===== config.mk =====
export PLATFORM = sky130hd
export DESIGN_NAME = branch_path_unit
export DESIGN_NICKNAME = d
export VERILOG_FILES = /design/src/rtl/branch_path_pkg.sv /design/src/rtl/bcd_incr.sv /design/src/rtl/sm_compare.sv /design/src/rtl/branch_cond.sv /design/src/rtl/alt_path_reg.sv /design/src/rtl/branch_path_unit.sv
export SDC_FILE = /design/constraint.sdc
export NUM_CORES = 1
export LEC_CHECK = 0
export BUFFER_PORTS_ARGS = -buffer_cell sky130_fd_sc_hd__buf_2
export CAP_MARGIN = 0
export CORE_MARGIN = 4
export CORE_UTILIZATION = 51
export CTS_BUF_LIST = sky130_fd_sc_hd__clkbuf_16
export CTS_CLUSTER_DIAMETER = 100
export DETAILED_ROUTE_END_ITERATION = 16
export PLACE_DENSITY = 0.81
export SYNTH_ARGS = -nofsm -noshare
export SYNTH_HDL_FRONTEND = slang
export SYNTH_SLANG_ARGS = --single-unit

===== constraint.sdc =====
create_clock -name clk -period 8.7 [get_ports clk]
set_clock_uncertainty 0.1 [all_clocks]
set_input_delay 1.305 -clock clk [delete_from_list [all_inputs] [get_ports clk]]
set_output_delay 1.305 -clock clk [all_outputs]
set_load 0.01 [all_outputs]

===== src/rtl/branch_path_pkg.sv =====
// Shared opcode type for the branch resolver.
// Assumes a 4-bit opcode; codes 12-15 are unlisted and act as no-branch.
package branch_path_pkg;
    typedef enum logic [3:0] {
        OP_TEQ  = 4'd0,
        OP_TGT  = 4'd1,
        OP_TZR  = 4'd2,
        OP_TPOS = 4'd3,
        OP_TNEG = 4'd4,
        OP_TFF  = 4'd5,
        OP_DEQ  = 4'd6,
        OP_DGT  = 4'd7,
        OP_JMP  = 4'd8,
        OP_CALL = 4'd9,
        OP_RDM  = 4'd10,
        OP_RDR  = 4'd11
    } op_e;
endpackage


===== src/rtl/bcd_incr.sv =====
// Adds one to a packed BCD number, wrapping from all nines to zero.
// Assumes every input digit is a valid BCD digit.
module bcd_incr #(
    parameter int DIGITS = 5
) (
    input  logic [4*DIGITS-1:0] val_in,
    output logic [4*DIGITS-1:0] val_out
);
    logic [DIGITS:0] carry;
    assign carry[0] = 1'b1;

    for (genvar i = 0; i < DIGITS; i++) begin : g_digit
        // Ripple one decimal digit with its incoming carry.
        always_comb begin
            if (carry[i] && val_in[4*i +: 4] == 4'd9) begin
                val_out[4*i +: 4] = 4'd0;
                carry[i+1]        = 1'b1;
            end else begin
                val_out[4*i +: 4] = val_in[4*i +: 4] + {3'b000, carry[i]};
                carry[i+1]        = 1'b0;
            end
        end
    end

    logic unused_carry_out;
    assign unused_carry_out = carry[DIGITS];
endmodule


===== src/rtl/sm_compare.sv =====
// Signed-magnitude decimal compare: equal and greater-than on numeric value.
// Assumes a nonzero sign digit means minus and that minus zero equals plus zero.
module sm_compare #(
    parameter int DIGITS = 11
) (
    input  logic [3:0]          sign_x,
    input  logic [4*DIGITS-1:0] mag_x,
    input  logic [3:0]          sign_y,
    input  logic [4*DIGITS-1:0] mag_y,
    output logic                is_eq,
    output logic                is_gt
);
    logic zero_x, zero_y, neg_x, neg_y;

    // Classify each operand by sign and zero.
    always_comb begin
        zero_x = (mag_x == '0);
        zero_y = (mag_y == '0);
        neg_x  = (sign_x != 4'd0) && !zero_x;
        neg_y  = (sign_y != 4'd0) && !zero_y;
    end

    // BCD digit order keeps numeric order, so magnitudes compare as binary.
    always_comb begin
        if (neg_x != neg_y) begin
            is_eq = 1'b0;
            is_gt = !neg_x;
        end else if (!neg_x) begin
            is_eq = (mag_x == mag_y);
            is_gt = (mag_x > mag_y);
        end else begin
            is_eq = (mag_x == mag_y);
            is_gt = (mag_x < mag_y);
        end
    end
endmodule


===== src/rtl/branch_cond.sv =====
// Evaluates the test of a conditional-transfer opcode on the operand words.
// Assumes word = sign digit on top, magnitude digits below; pairs join magnitudes.
module branch_cond
    import branch_path_pkg::*;
#(
    parameter int WORD_DIGITS = 12
) (
    input  op_e                    opc,
    input  logic [4*WORD_DIGITS-1:0] wa,
    input  logic [4*WORD_DIGITS-1:0] wb,
    input  logic [4*WORD_DIGITS-1:0] wc,
    input  logic [4*WORD_DIGITS-1:0] wd,
    input  logic                   ff,
    output logic                   cond_true
);
    localparam int MAG   = WORD_DIGITS - 1;
    localparam int MAGB  = 4 * MAG;
    localparam int SGN   = 4 * WORD_DIGITS - 4;

    logic eq1, gt1, eq2, gt2, a_zero, a_plus;

    sm_compare #(.DIGITS(MAG)) u_cmp_single (
        .sign_x(wa[SGN +: 4]), .mag_x(wa[MAGB-1:0]),
        .sign_y(wb[SGN +: 4]), .mag_y(wb[MAGB-1:0]),
        .is_eq(eq1), .is_gt(gt1)
    );

    sm_compare #(.DIGITS(2*MAG)) u_cmp_double (
        .sign_x(wa[SGN +: 4]), .mag_x({wa[MAGB-1:0], wb[MAGB-1:0]}),
        .sign_y(wc[SGN +: 4]), .mag_y({wc[MAGB-1:0], wd[MAGB-1:0]}),
        .is_eq(eq2), .is_gt(gt2)
    );

    logic unused_signs;
    assign unused_signs = ^{wd[SGN +: 4]};

    // Tests of A against zero.
    always_comb begin
        a_zero = (wa[MAGB-1:0] == '0);
        a_plus = (wa[SGN +: 4] == 4'd0);
    end

    // Select the outcome for the opcode.
    always_comb begin
        unique case (opc)
            OP_TEQ:  cond_true = eq1;
            OP_TGT:  cond_true = gt1;
            OP_TZR:  cond_true = a_zero;
            OP_TPOS: cond_true = a_plus && !a_zero;
            OP_TNEG: cond_true = !a_plus && !a_zero;
            OP_TFF:  cond_true = ff;
            OP_DEQ:  cond_true = eq2;
            OP_DGT:  cond_true = gt2;
            default: cond_true = 1'b0;
        endcase
    end
endmodule


===== src/rtl/alt_path_reg.sv =====
// Holds the address of the path not followed by the last transfer decision.
// Assumes rec_en pulses once per accepted transfer-capable instruction.
module alt_path_reg #(
    parameter int ADDR_DIGITS = 5
) (
    input  logic                     clk,
    input  logic                     rst_n,
    input  logic                     rec_en,
    input  logic                     was_taken,
    input  logic [4*ADDR_DIGITS-1:0] target,
    input  logic [4*ADDR_DIGITS-1:0] seq_next,
    output logic [4*ADDR_DIGITS-1:0] alt_addr
);
    // Record the opposite outcome of each decision.
    always_ff @(posedge clk) begin
        if (!rst_n)
            alt_addr <= '0;
        else if (rec_en)
            alt_addr <= was_taken ? seq_next : target;
    end

    assert_alt_taken_R8: assert property (@(posedge clk) disable iff (!rst_n)
        rec_en && was_taken |=> alt_addr == $past(seq_next));
    assert_alt_fall_R8: assert property (@(posedge clk) disable iff (!rst_n)
        rec_en && !was_taken |=> alt_addr == $past(target));
    assert_alt_hold_R9: assert property (@(posedge clk) disable iff (!rst_n)
        !rec_en |=> $stable(alt_addr));
endmodule


===== src/rtl/branch_path_unit.sv =====
// Resolves transfer-of-control instructions: next PC, latency, return-jump
// word and read-out of the alternate-path record.
// Assumes BCD inputs and all latency parameters of at least one cycle.
module branch_path_unit
    import branch_path_pkg::*;
#(
    parameter int WORD_DIGITS = 12,
    parameter int ADDR_DIGITS = 5,
    parameter int LAT_W       = 6,
    parameter int LAT_S_T     = 12,
    parameter int LAT_S_N     = 4,
    parameter int LAT_D_T     = 16,
    parameter int LAT_D_N     = 8,
    parameter int LAT_JMP     = 8,
    parameter int LAT_CALL    = 12,
    parameter int LAT_MISC    = 4
) (
    input  logic                     clk,
    input  logic                     rst_n,
    input  logic                     start,
    input  logic [3:0]               op,
    input  logic [4*WORD_DIGITS-1:0] word_a,
    input  logic [4*WORD_DIGITS-1:0] word_b,
    input  logic [4*WORD_DIGITS-1:0] word_c,
    input  logic [4*WORD_DIGITS-1:0] word_d,
    input  logic                     ff_bit,
    input  logic [4*ADDR_DIGITS-1:0] addr_m,
    input  logic [4*ADDR_DIGITS-1:0] pc_in,
    output logic                     busy,
    output logic                     done,
    output logic                     taken,
    output logic [4*ADDR_DIGITS-1:0] pc_next,
    output logic                     word_valid,
    output logic                     word_to_mem,
    output logic [4*WORD_DIGITS-1:0] word_out,
    output logic [LAT_W-1:0]         lat_cycles
);
    localparam int AW  = 4 * ADDR_DIGITS;
    localparam int WW  = 4 * WORD_DIGITS;
    localparam int PAD = 4 * (WORD_DIGITS - 3 - ADDR_DIGITS);

    op_e              opc;
    logic             accept, cond_true, rec, take;
    logic             is_dbl, is_test, w_val, w_mem;
    logic [AW-1:0]    pc_plus1, m_plus1, alt_addr, nxt;
    logic [WW-1:0]    word;
    logic [LAT_W-1:0] lat, cnt;

    assign opc    = op_e'(op);
    assign accept = start && !busy;

    bcd_incr #(.DIGITS(ADDR_DIGITS)) u_inc_pc (.val_in(pc_in),  .val_out(pc_plus1));
    bcd_incr #(.DIGITS(ADDR_DIGITS)) u_inc_m  (.val_in(addr_m), .val_out(m_plus1));

    branch_cond #(.WORD_DIGITS(WORD_DIGITS)) u_cond (
        .opc(opc), .wa(word_a), .wb(word_b), .wc(word_c), .wd(word_d),
        .ff(ff_bit), .cond_true(cond_true)
    );

    alt_path_reg #(.ADDR_DIGITS(ADDR_DIGITS)) u_alt (
        .clk(clk), .rst_n(rst_n), .rec_en(accept && rec), .was_taken(take),
        .target(addr_m), .seq_next(pc_plus1), .alt_addr(alt_addr)
    );

    // Classify the opcode.
    always_comb begin
        is_test = (op <= 4'd7);
        is_dbl  = (opc == OP_DEQ) || (opc == OP_DGT);
        rec     = (op <= 4'd9);
        take    = (is_test && cond_true) || (opc == OP_JMP) || (opc == OP_CALL);
    end

    // Form next PC, latency and output word.
    always_comb begin
        nxt   = take ? addr_m : pc_plus1;
        w_val = 1'b0;
        w_mem = 1'b0;
        word  = '0;
        if (is_test)
            lat = is_dbl ? (take ? LAT_W'(LAT_D_T) : LAT_W'(LAT_D_N))
                         : (take ? LAT_W'(LAT_S_T) : LAT_W'(LAT_S_N));
        else
            lat = LAT_W'(LAT_MISC);
        unique case (opc)
            OP_JMP:  lat = LAT_W'(LAT_JMP);
            OP_CALL: begin
                lat   = LAT_W'(LAT_CALL);
                nxt   = m_plus1;
                w_val = 1'b1;
                w_mem = 1'b1;
                word  = {4'h0, 4'h9, 4'h0, {PAD{1'b0}}, pc_plus1};
            end
            OP_RDM: begin
                w_val = 1'b1;
                w_mem = 1'b1;
                word  = {4'h9, 4'h9, 4'h0, {PAD{1'b0}}, alt_addr};
            end
            OP_RDR: begin
                w_val = 1'b1;
                word  = {12'h000, {PAD{1'b0}}, alt_addr};
            end
            default: ;
        endcase
    end

    // Capture results on accept and count down the latency.
    always_ff @(posedge clk) begin
        if (!rst_n) begin
            busy        <= 1'b0;
            done        <= 1'b0;
            taken       <= 1'b0;
            pc_next     <= '0;
            word_valid  <= 1'b0;
            word_to_mem <= 1'b0;
            word_out    <= '0;
            lat_cycles  <= '0;
            cnt         <= '0;
        end else begin
            done <= 1'b0;
            if (accept) begin
                busy        <= 1'b1;
                taken       <= take;
                pc_next     <= nxt;
                word_valid  <= w_val;
                word_to_mem <= w_mem;
                word_out    <= word;
                lat_cycles  <= lat;
                cnt         <= lat - 1'b1;
            end else if (busy) begin
                if (cnt == '0) begin
                    busy <= 1'b0;
                    done <= 1'b1;
                end else begin
                    cnt <= cnt - 1'b1;
                end
            end
        end
    end

    assert_busy_done_excl_R5: assert property (@(posedge clk) disable iff (!rst_n)
        !(busy && done));
    assert_done_pulse_R5: assert property (@(posedge clk) disable iff (!rst_n)
        done |=> !done);
    assert_taken_target_R2: assert property (@(posedge clk) disable iff (!rst_n)
        accept && is_test && cond_true |=> pc_next == $past(addr_m) && taken);
    assert_ignore_start_R11: assert property (@(posedge clk) disable iff (!rst_n)
        busy && start |=> $stable(pc_next) && $stable(taken) && $stable(lat_cycles));
endmodule


Word-level counts from Yosys, hierarchy flattened
Cells that the tools add are included.
{"block": "word_totals", "reg_bits": 105, "latch_bits": 0, "ramBits": 0, "romBits": 0, "in_bits": 240, "out_inout_bits": 79, "word_cells": 142, "memories": 0}
{"block": "classes", "add_sub_neg": 12, "multipliers": 0, "n_div": 0, "magnitude_cmp": 6, "n_eq_ne": 26, "n_shift": 0, "n_mux": 43, "bitwise_logic": 2, "reduce_logical": 43}
{"operator": "88-bit logical NOT", "n": 2}
{"operator": "48-bit case mux with 3 select lines", "n": 1}
{"operator": "88-bit equality test", "n": 1}
{"operator": "88-bit greater-than comparator", "n": 1}
{"operator": "44-bit logical NOT", "n": 2}
{"operator": "88-bit < comparator", "n": 1}
{"operator": "20-bit two-way mux", "n": 3}
{"operator": "4-bit equality test (second input constant)", "n": 14}
{"operator": "44-bit equality test", "n": 1}
{"operator": "44-bit greater-than comparator", "n": 1}
{"operator": "44-bit < comparator", "n": 1}
{"operator": "4-bit two-way mux", "n": 11}
{"operator": "4-bit by 1-bit adder with 4-bit output", "n": 8}
{"operator": "1-bit two-way mux", "n": 20}
{"operator": "6-bit two-way mux", "n": 3}
{"operator": "1-bit logical AND", "n": 17}
{"operator": "4-bit by 3-bit equality test with 1-bit output (second input constant)", "n": 4}
{"operator": "5-bit two-way mux", "n": 3}
{"operator": "6-bit case mux with 2 select lines", "n": 1}
{"operator": "4-bit nonzero test", "n": 3}
{"operator": "6-bit by 1-bit subtractor with 6-bit output (second input constant)", "n": 2}
{"operator": "4-bit by 1-bit adder with 4-bit output (second input constant)", "n": 2}
{"operator": "4-bit by 2-bit equality test with 1-bit output (second input constant)", "n": 2}
{"operator": "1-bit logical NOT", "n": 8}
{"operator": "14 further kinds", "n": 20}

Longest topological paths before layout
Gate-level depths: netlist of the first run.
{"block": "depth", "depth_word": 15, "ltp_mapped": 18, "mapped_depth_nobuf": 17}

Modules after synthesis
Synthesis of the first run repeated with hierarchy kept, for this count alone.
{"block": "hier_totals", "cells_unflattened": 1183, "area_unflattened_um2": 9175.0}
{"module": "branch_path_unit", "instances": 1, "cells_per_inst": 367, "area_each_um2": 3090.5, "seq_area_each_um2": 1121.1}
{"module": "sm_compare (u_cond.u_cmp_double)", "instances": 1, "cells_per_inst": 389, "area_each_um2": 2720.1, "seq_area_each_um2": 0.0}
{"module": "sm_compare (u_cond.u_cmp_single)", "instances": 1, "cells_per_inst": 196, "area_each_um2": 1407.6, "seq_area_each_um2": 0.0}
{"module": "bcd_incr", "instances": 2, "cells_per_inst": 57, "area_each_um2": 454.2, "seq_area_each_um2": 0.0}
{"module": "alt_path_reg", "instances": 1, "cells_per_inst": 88, "area_each_um2": 848.3, "seq_area_each_um2": 400.4}
{"module": "branch_cond", "instances": 1, "cells_per_inst": 29, "area_each_um2": 200.2, "seq_area_each_um2": 0.0}

Worst setup path before layout of the first run
No wires, ideal clock.
{"block": "synth_timing", "kind": "input to register", "start": "input port word_b[42]", "end": "register cnt[5]", "setup_time_ns": 0.128, "arrival_time_ns": 4.610, "required_time_ns": 8.472, "path_slack_ns": 3.863, "cell_stages": 17, "n_path_buf": 1, "cell_sequence": "inv_1 -> ha_1 -> nand4_2 -> nor4_4 -> nand4_1 -> o41ai_2 -> a32o_1 -> nor4_1 -> and3_4 -> a31oi_4 -> buf_2 -> ha_1 -> o21ai_0 -> nand2_1 -> nor4_1 -> xor2_1 -> nor2_1"}
{"block": "synth_between", "elab_chain_cells": 15, "word_cells_on_any_way": 32, "cone_classes": "1 x add/sub; 4 x order compare; 4 x eq/ne; 13 x mux; 10 x reduce/logical"}
{"item": "start: declaration", "line_no": "branch_path_unit.sv:23", "rtl": "input logic [4*WORD_DIGITS-1:0] word_b,"}
{"item": "branches (longest 5 deep; another with 88-bit greater-than comparator)"}
{"item": "1-bit case mux with 8 select lines *", "line_no": "branch_cond.sv:45", "rtl": "unique case (opc)"}
{"item": "1-bit logical AND *", "line_no": "branch_path_unit.sv:70", "rtl": "take = (is_test && cond_true) || (opc == OP_JMP) || (opc == OP_CALL);"}
{"item": "1-bit logical OR * (2 in series)", "line_no": "branch_path_unit.sv:70"}
{"item": "net take", "line_no": "branch_path_unit.sv:43", "rtl": "logic accept, cond_true, rec, take;"}
{"item": "4-bit two-way mux / 5-bit two-way mux (equally long branches)", "line_no": "branch_path_unit.sv:81, branch_path_unit.sv:80"}
{"item": "5-bit two-way mux *", "line_no": "branch_path_unit.sv:80", "rtl": "lat = is_dbl ? (take ? LAT_W'(LAT_D_T) : LAT_W'(LAT_D_N))"}
{"item": "5-bit two-way mux *", "line_no": "branch_path_unit.sv:79", "rtl": "if (is_test)"}
{"item": "6-bit case mux with 2 select lines *", "line_no": "branch_path_unit.sv:84", "rtl": "unique case (opc)"}
{"item": "6-bit by 1-bit subtractor with 6-bit output *", "line_no": "branch_path_unit.sv:128", "rtl": "cnt <= lat - 1'b1;"}
{"item": "6-bit two-way mux *", "line_no": "branch_path_unit.sv:120", "rtl": "if (accept) begin"}
{"item": "end signal: assignment", "line_no": "branch_path_unit.sv:128"}
{"item": "end signal: assignment", "line_no": "branch_path_unit.sv:134", "rtl": "cnt <= cnt - 1'b1;"}
{"item": "end: declaration", "line_no": "branch_path_unit.sv:47", "rtl": "logic [LAT_W-1:0] lat, cnt;"}
Mark *: on every way through the listed nets, which the timed path passes.
A chain may end at the register's enable or synchronous reset.

Worst setup path in the final report of the first run
{"block": "layout_timing", "start": "input port word_b[22]", "end": "register cnt[4]"}
{"block": "layout_between", "elab_chain_cells": 15, "word_cells_on_any_way": 32, "cone_classes": "1 x add/sub; 4 x order compare; 4 x eq/ne; 13 x mux; 10 x reduce/logical"}
{"item": "branches (longest 5 deep; another with 88-bit greater-than comparator)"}
{"item": "1-bit case mux with 8 select lines *", "line_no": "branch_cond.sv:45"}
{"item": "1-bit logical AND *", "line_no": "branch_path_unit.sv:70"}
{"item": "1-bit logical OR * (2 in series)", "line_no": "branch_path_unit.sv:70"}
{"item": "4-bit two-way mux / 5-bit two-way mux (equally long branches)", "line_no": "branch_path_unit.sv:81, branch_path_unit.sv:80"}
{"item": "5-bit two-way mux *", "line_no": "branch_path_unit.sv:80"}
{"item": "5-bit two-way mux *", "line_no": "branch_path_unit.sv:79"}
{"item": "6-bit case mux with 2 select lines *", "line_no": "branch_path_unit.sv:84"}
{"item": "6-bit by 1-bit subtractor with 6-bit output *", "line_no": "branch_path_unit.sv:128"}
{"item": "6-bit two-way mux *", "line_no": "branch_path_unit.sv:120"}
Mark *: on every way between the ends.

==> results.py, run 1 <==
metrics = {
    "clock_tree": {
        "root_buffer": "clkbuf_16",
        "cts_buffers": 9,
        "post_cts_resize_count": 0,
        "clock_sinks": 76,
        "clockBufferDepth": 2,
        "cts_tree": "yes",
        "clk_latency_ps": 320,
        "cts_hold_buf": 0,
        "htree_levels": 3,
        "postCtsSetupBuffers": 0,
        "clk_pin_slew_ps": 60,
    },
    "synth": {
        "synth-seq-cells": 76,
        "netlist-cell-type-count": 61,
        "postSynthAreaPerCell_um2": 7.531,
        "syn_inst": 1125,
        "synth-edff-count": 0,
        "ys_seq_area_share_pct": 17.96,
        "syn_area_um2": 8472,
        "synth_warnings": 0,
        "yosys_most_used_dff": "dfxtp_1",
        "ys_async_sr_fraction_pct": 0,
    },
    "cells_and_area": {
        "register_area_um2": 1521,
        "final_area_um2": 10240,
        "area_growth_pct": 20.93,
        "drive_gt1_share_pct": 23.35,
        "multiInputGateArea_um2": 6120,
        "post-route-util_pct": 63.80,
        "nFillCells": 1434,
        "fin_nets": 1778,
    },
    "grt": {
        "grt_start_max_net_pins": 67,
        "met3_usage_pct": 5.294,
        "busiest_layer": "met2",
        "met1_usage_pct": 36.10,
        "grt_util_met2_pct": 49.95,
        "grt_pass1_wl_um": 43190,
        "track_usage_pct": 28.87,
        "grt_antenna_before_repair": 2,
        "grt-ovfl-total": 0,
        "grt_pass1_vias": 8657,
    },
    "floorplan": {
        "initial_core_util_pct": 52.76,
        "rows": 46,
        "dieArea_um2": 18740,
        "fp.dieH_um": 136.9,
        "fp.dieW_um": 136.9,
        "ios": 319,
        "core_region_area_um2": 16060,
    },
    "sta": {
        "setup_tns_ps": 0,
        "rsz0062_at_grt": "no",
        "tightestPinTransition_ps": 989.6,
        "slew_viol_final": 0,
        "clock.fmax_ghz": 0.1811,
        "slew_headroom_pct": 33.42,
        "hold_violations": 0,
        "fin_hold_ws_ps": 349.4,
        "setup_violations": 0,
        "finalCritPeriodShare_pct": 63.46,
        "period_minus_slack_ps": 5521,
    },
    "outcome": {
        "status": "finished clean",
    },
    "placed_design": {
        "port_buffers": 287,
        "dpl_cell_area_um2": 9960,
        "hpwl_um": 23460,
        "gp_congestion": 0.9543,
    },
    "worst_setup_path": {
        "required_ps": 8800,
        "r2r_slack_ps": 6090,
        "cp-end-kind": "flop",
        "worst-path-max-fanout": 35,
        "cp-start-kind": "input port",
        "critical_path_class": "in -> reg",
        "crit_arrival_ps": 5620,
    },
    "route": {
        "dr.pass1.iters": 5,
        "drc": 0,
        "viasPerCell": 5.824,
        "wl_per_cell_um": 17.75,
        "drt_iter0_drc": 733,
        "routed_wl_um": 28570,
        "ant_nets": 0,
        "vias": 9371,
    },
    "pwr": {
        "peakVddDrop_mv": 0.1120,
        "p_per_area_nw_per_um2": 113.6,
        "power_leakage_nw": 5.328,
    },
    "job": {
        "cap_violations": 0,
    },
    "hold_path": {
        "min_path_type": "reg -> reg",
    },
}
[metrics by stage]
stage	std cells	total power [mW]	worst slack (ps)
finish	1609	1.164	3179
detailed placement	1593	0.8009	2872
global placement	1593	0.7904	2957
CTS	1608	1.161	3211
floorplan	1151	0.6488	3863
global route	1608	1.233	2767
[layout make-up]
cell class                 count  area share [%]
inverter                     149           5.459
sequential                    76           14.85
clock inverter                 6          0.5618
timing repair buffer         294           14.53
clock buffer                   9           2.198
tap                          216           2.638
antenna                        1         0.02443
multi-input combinational    858           59.73
[metal layers]
| metal | up-vias | share of wire (%) |
|---|---|---|
| met2 | 425 | 48 |
| met5 | - | 0.074 |
| li1 | 4584 | - |
| met1 | 4274 | 40 |
| met4 | 4 | 3.6 |
| met3 | 84 | 8.5 |
[cells in the final DEF, fill, tap and decap left out, types with 3 or more instances in the layout]
cell type	synthesis	final
a22oi_1	25	25
a2111oi_0	4	4
nor2b_1	9	9
mux2_2	3	3
o41ai_1	3	3
o21a_1	6	6
and4_1	3	3
o211ai_1	3	3
a31oi_1	5	5
o22ai_1	17	17
buf_4	31	7
xor2_1	14	14
nor3b_1	3	3
clkbuf_16	0	9
dfxtp_1	76	76
a221oi_1	6	6
ha_1	150	150
nor3_1	16	16
nand3_1	35	35
a21o_1	7	7
nor2_1	80	79
and2_1	7	7
o21ai_0	48	48
a21oi_1	104	104
conb_1	1	27
nor4_1	58	58
xnor2_1	6	6
inv_1	148	149
mux2i_1	34	34
buf_2	2	287
clkinv_2	0	3
a22o_1	19	19
nand2_1	74	74
and3_1	6	6
nand4_1	41	41
a211oi_1	10	10
[sequential cells by signal, summed over array words and instances (netlist names)]
name            cells
word_valid          1
taken               1
busy                1
cnt                 6
u_alt.alt_addr     20
lat_cycles          3
pc_next            20
word_out           22
done                1
word_to_mem         1
[critical path, cell delays in order]
cell and delay [ps]:
buf_2 160, ha_1 330, nand4_1 150, nor4_1 590
o31a_1 260, o21ai_0 80, a211oi_1 380, o21ai_0 280
a31oi_4 240, buf_4 470, ha_1 320, o21ai_0 290
nand4_1 180, a21oi_1 170, nor2_1 50, a2111oi_0 340
[Yosys cell counts (31+ instances only)]
master / count / area [um2]
a21oi_1: 104 / 520.5
buf_4: 31 / 232.7
clkbuf_1: 31 / 116.4
dfxtp_1: 76 / 1521
ha_1: 150 / 1877
inv_1: 148 / 555.5
mux2i_1: 34 / 340.3
nand2_1: 74 / 277.8
nand3_1: 35 / 175.2
nand4_1: 41 / 256.5
nor2_1: 80 / 300.3
nor4_1: 58 / 362.9
o21ai_0: 48 / 240.2
[path summary, 6_finish.rpt]
kind,cells past startpoint,to,start
max,16,cnt[4],word_b[22]
min reg2reg,2,taken,taken
min,2,taken,taken
max reg2reg,9,cnt[4],busy
[power by group]
| group | switching [mW] | internal [mW] | total [mW] | leakage, nW |
|---|---|---|---|---|
| sequential | 0.0155 | 0.375 | 0.390 | 0.622 |
| combinational | 0.244 | 0.168 | 0.412 | 4.56 |
| clock | 0.143 | 0.218 | 0.362 | 0.146 |
| total | 0.402 | 0.761 | 1.16 | 5.33 |
[logic make-up (layout without fill, tap and decap cells)]
| group | Yosys count | in the layout | synth area share (%) |
|---|---|---|---|
| flip-flops | 76 | 76 | 17.96 |
| adder cells (fa/ha/maj) | 150 | 150 | 22.15 |
| other | 1 | 28 | 0.04426 |
| multiplexers | 37 | 37 | 4.416 |
| XOR/XNOR | 20 | 20 | 2.068 |
| buffers and inverters | 217 | 458 | 11.02 |
| AND/OR/NAND/NOR | 350 | 350 | 21.83 |
| AO/OA/AOI/OAI | 274 | 274 | 20.51 |
No activity file was read; power rests on OpenSTA's default activity.
==> run 2: changes to the inputs <==
CORE_UTILIZATION = 46   (was 51)
PLACE_DENSITY = 0.77   (was 0.81)
clock period = 5 ns   (was 8.7 ns; I/O delays follow)
==> results.py, run 2 (synthesized netlist as in run 1, its figures left out) <==
metrics = {
    "cells_and_area": {
        "post-route-util_pct": 57.26,
        "drive_gt1_share_pct": 23.68,
        "fin_nets": 1783,
        "reg_top3": "word_out (22), pc_next (20), u_alt.alt_addr (20)",
        "area_growth_pct": 21.83,
        "top_register": "word_out",
        "final_cell_mix": "buf_2, ha_1, inv_1",
        "largest_register_ffs": 22,
        "final_common_cell": "buf_2",
    },
    "route": {
        "ant_nets": 0,
        "drt_iter0_drc": 680,
        "viasPerCell": 5.805,
        "wl_per_cell_um": 18.09,
        "dr.pass1.iters": 5,
        "vias": 9480,
        "drc": 0,
        "routed_wl_um": 29540,
    },
    "placed_design": {
        "place_ws_ps": 354.0,
        "hpwl_um": 24540,
        "port_buffers": 287,
        "gp_congestion": 0.9917,
    },
    "grt": {
        "grt_antenna_before_repair": 6,
        "grt_pass1_wl_um": 44990,
        "grt-ovfl-total": 0,
        "grt_pass1_vias": 8908,
        "grt_start_max_net_pins": 52,
        "track_usage_pct": 27.35,
    },
    "sta": {
        "hold_violations": 0,
        "slew_headroom_pct": 34.62,
        "rsz0062_at_grt": "no",
        "setup_tns_ps": 0,
        "clock.fmax_ghz": 0.2286,
        "setup_violations": 0,
        "tightestPinTransition_ps": 980.7,
        "setup_slack_ps": 625.5,
        "period_minus_slack_ps": 4374,
        "finalCritPeriodShare_pct": 87.49,
        "slew_viol_final": 0,
    },
    "worst_setup_path": {
        "cp_slowest_cell": "nor4_4",
        "crit_family": "simple AND/OR/NAND/NOR gates",
        "cp-start-kind": "input port",
        "endpoint": "cnt[4]",
        "worst-path-max-fanout": 5,
        "worst-r2r-cell-count": 7,
        "cp-end-kind": "flop",
        "path_depth": 17,
        "crit_arrival_ps": 4490,
        "startpoint": "word_b[42]",
        "reg2reg_from": "busy",
        "crit_buf_inv": 2,
        "critical_path_class": "in -> reg",
        "required_ps": 5120,
        "critPathMaxStageDelay_ps": 510,
        "crit_chain": "buf_2 -> inv_1 -> ha_1 -> nand4_2 -> nor4_4 -> nand4_1 -> nand3_1 -> a211oi_1 -> nor4_1 -> and3_4 -> a31oi_4 -> ha_1 -> o21ai_0 -> nand4_1 -> a21oi_1 -> nor2_1 -> a2111oi_0",
        "rr_endpoint": "cnt[4]",
        "r2r_slack_ps": 2400,
    },
    "floorplan": {
        "core_region_area_um2": 18020,
        "dieArea_um2": 20650,
        "initial_core_util_pct": 47.00,
        "fp.dieW_um": 143.7,
        "ios": 319,
        "rows": 49,
        "fp.dieH_um": 143.7,
    },
    "clock_tree": {
        "post_cts_resize_count": 0,
        "clockBufferDepth": 2,
        "htree_levels": 3,
        "clk_latency_ps": 340,
        "cts_tree": "yes",
        "root_buffer": "clkbuf_16",
        "cts_hold_buf": 0,
        "postCtsSetupBuffers": 0,
        "clock_sinks": 76,
        "cts_buffers": 9,
        "clk_pin_slew_ps": 60,
    },
    "job": {
        "cap_violations": 0,
    },
    "hold_path": {
        "min_from": "taken",
        "min_path_type": "reg -> reg",
    },
    "pwr": {
        "p_per_area_nw_per_um2": 198.5,
        "power_leakage_nw": 5.351,
        "peakVddDrop_mv": 0.2605,
    },
    "outcome": {
        "status": "finished clean",
    },
}
-- run 2: tightest hold or removal path: cells and delay by family, from the launching register on --
| kind | cells | cell delay [ps] |
|---|---|---|
| flops | 1 | 300 |
| simple gates | 1 | 50 |
| compound gates | 1 | 50 |
-- run 2: final cells by class --
class | count | area, um2
fillers | 1712 | 7704
flip-flops and latches | 76 | 1521
clock buffers | 9 | 225.2
clock inverters | 7 | 67.56
well taps | 229 | 286.5
repair buffers | 299 | 1526
multi-input cells | 858 | 6120
inverters | 149 | 559.3
diodes | 6 | 15.01
-- run 2: worst min path at each step --
stage,to,slack (ps),cells after the start
floorplan,u_alt.alt_addr[18],350,2
global placement,taken,340,2
detailed placement,taken,340,2
CTS,taken,350,2
global route,word_to_mem,380,2
finish,taken,350,2
-- run 2: per-layer routing --
layer	GRT usage, %	wire length, um	share of wire (%)
met1	33.82	11830	40
met2	47.26	14120	48
met3	5.258	2580	8.7
met4	10.01	997	3.4
met5	0	12	0.041
-- run 2: report_power, final --
group	internal (mW)	switching, mW
combinational	0.293	0.430
clock	0.384	0.262
sequential	0.652	0.0280
-- run 2: through the flow --
stage / power (mW) / hold WS [ps] / area, um2 / std cells
after floorplan: 1.129 / 347.6 / 8569 / 1151
after CTS: 2.043 / 352.4 / 10310 / 1627
after global placement: 1.382 / 340.9 / 10010 / 1611
final: 2.049 / 352.3 / 10320 / 1633
after global routing: 2.169 / 381.5 / 10320 / 1632
after detailed placement: 1.401 / 344.0 / 10010 / 1611
==> run 3: changes to the inputs <==
CORE_UTILIZATION = 25   (was 46)
PLACE_DENSITY = 0.46   (was 0.77)
==> results.py, run 3 (synthesized netlist as in run 1, its figures left out) <==
metrics = {
    "grt": {
        "grt_pass1_wl_um": 50160,
        "met1_usage_pct": 23.42,
        "grt_pass1_vias": 8871,
        "grt_start_max_net_pins": 54,
        "grt-ovfl-total": 0,
        "track_usage_pct": 17.36,
        "met3_usage_pct": 2.308,
        "grt_util_met2_pct": 29.47,
        "grt_antenna_before_repair": 5,
        "busiest_layer": "met2",
    },
    "worst_setup_path": {
        "cp-start-kind": "input port",
        "worst-path-max-fanout": 3,
        "critPathMostFrequentCell": "o21ai_0",
        "critical_path_class": "in -> reg",
        "crit_arrival_ps": 4530,
        "crit_buf_inv": 2,
        "crit_chain": "buf_2 -> ha_1 -> a21oi_1 -> o21ai_0 -> a221oi_1 -> o22ai_1 -> nor4_1 -> o41ai_1 -> o21ai_0 -> a31oi_4 -> ha_1 -> o21ai_0 -> buf_4 -> nand4_1 -> a21oi_1 -> nor2_1 -> a2111oi_0",
        "cp_slowest_cell": "a221oi_1",
        "required_ps": 5120,
        "cp-end-kind": "flop",
        "crit_family": "compound AO/OA/AOI/OAI gates",
        "critPathMaxStageDelay_ps": 520,
    },
    "clock_tree": {
        "htree_levels": 3,
        "clock_sinks": 76,
        "clockBufferDepth": 2,
        "postCtsSetupBuffers": 0,
        "post_cts_resize_count": 0,
        "cts_buffers": 9,
        "cts_tree": "yes",
        "clk_pin_slew_ps": 60,
        "clk_latency_ps": 340,
        "cts_hold_buf": 0,
        "root_buffer": "clkbuf_16",
    },
    "pwr": {
        "peakVddDrop_mv": 0.1790,
        "p_seq_share_pct": 33.9,
        "pwr-share-clk_pct": 29.6,
        "p_int_mw": 1.274,
        "pwr-share-comb_pct": 36.5,
        "p_per_area_nw_per_um2": 188.9,
        "power_leakage_nw": 5.382,
        "switching_share_pct": 36.41,
        "p_sw_uw": 729.7,
    },
    "cells_and_area": {
        "final_common_cell": "buf_2",
        "area_growth_pct": 25.24,
        "largest_register_ffs": 22,
        "fin_nets": 1790,
        "final_cell_mix": "buf_2, ha_1, inv_1",
        "reg_top3": "word_out (22), pc_next (20), u_alt.alt_addr (20)",
        "final_area_um2": 10610,
        "drive_gt1_share_pct": 23.99,
        "register_area_um2": 1521,
        "nFillCells": 3629,
        "multiInputGateArea_um2": 6122,
        "top_register": "word_out",
    },
    "floorplan": {
        "dieArea_um2": 36900,
        "fp.dieH_um": 192.1,
        "initial_core_util_pct": 25.33,
        "ios": 319,
        "fp.dieW_um": 192.1,
        "core_region_area_um2": 33450,
        "rows": 67,
    },
    "route": {
        "drc": 0,
        "wl_per_cell_um": 17.82,
        "ant_nets": 0,
        "dr.pass1.iters": 5,
        "vias": 9139,
        "drt_iter0_drc": 432,
        "routed_wl_um": 33070,
        "viasPerCell": 4.924,
    },
    "outcome": {
        "status": "finished clean",
    },
    "hold_path": {
        "min_path_type": "reg -> reg",
    },
    "placed_design": {
        "dpl_cell_area_um2": 10340,
        "port_buffers": 287,
        "hpwl_um": 27740,
        "gp_congestion": 0.9057,
    },
    "sta": {
        "fin_hold_ws_ps": 352.5,
        "slew_headroom_pct": 38.06,
        "slew_viol_final": 0,
        "clock.fmax_ghz": 0.2267,
        "setup_tns_ps": 0,
        "tightestPinTransition_ps": 924.8,
        "setup_violations": 0,
        "period_minus_slack_ps": 4411,
        "hold_violations": 0,
        "rsz0062_at_grt": "no",
        "finalCritPeriodShare_pct": 88.22,
    },
    "job": {
        "cap_violations": 0,
    },
}
[run 3: metrics by stage]
step	power (mW)	utilization [%]	setup slack, ps	cells
2_1_floorplan	1.129	-	717.8	1151
3_5_place_dp	1.423	30.92	153.2	1837
5_1_grt	2.150	31.71	105.0	1855
3_3_place_gp	1.417	30.92	210.1	1837
4_1_cts	2.022	31.70	520.7	1853
6_report	2.004	31.72	589.1	1856
[run 3: area by class of cell]
type | count | share of cell area, %
clock buffers | 9 | 2.123
clock inverters | 7 | 0.3302
repair buffers | 306 | 14.88
well taps | 448 | 5.283
flip-flops and latches | 76 | 14.34
diodes | 3 | 0.07075
multi-input cells | 858 | 57.70
inverters | 149 | 5.271
[run 3: layer usage]
metal	vias to the layer above	part of all wire (%)
met4	4	1.7
li1	4615	-
met2	257	47
met5	-	0.045
met3	37	5.3
met1	4226	46
[run 3: worst paths after layout]
path | endpoint | from | slack, ps | depth (start not counted)
min reg2reg | word_to_mem | word_to_mem | 350 | 2
max | cnt[4] | word_a[31] | 590 | 17
min | word_to_mem | word_to_mem | 350 | 2
max reg2reg | cnt[4] | busy | 2380 | 7
[run 3: worst reg2reg max path: stages (launching register included)]
cell and delay (ps):
dfxtp_1 420, nand2b_2 390, buf_4 580, nand2_1 160, ha_1 260, nand4_1 110
a2111oi_0 70, a2111oi_0 420
[run 3: power groups by stage]
stage	Sequential (mW)	Clock [mW]	Combinational (mW)
floorplan	0.697	0	0.432
global placement	0.693	0	0.724
detailed placement	0.694	0	0.729
CTS	0.681	0.608	0.733
global route	0.687	0.635	0.828
finish	0.680	0.593	0.731
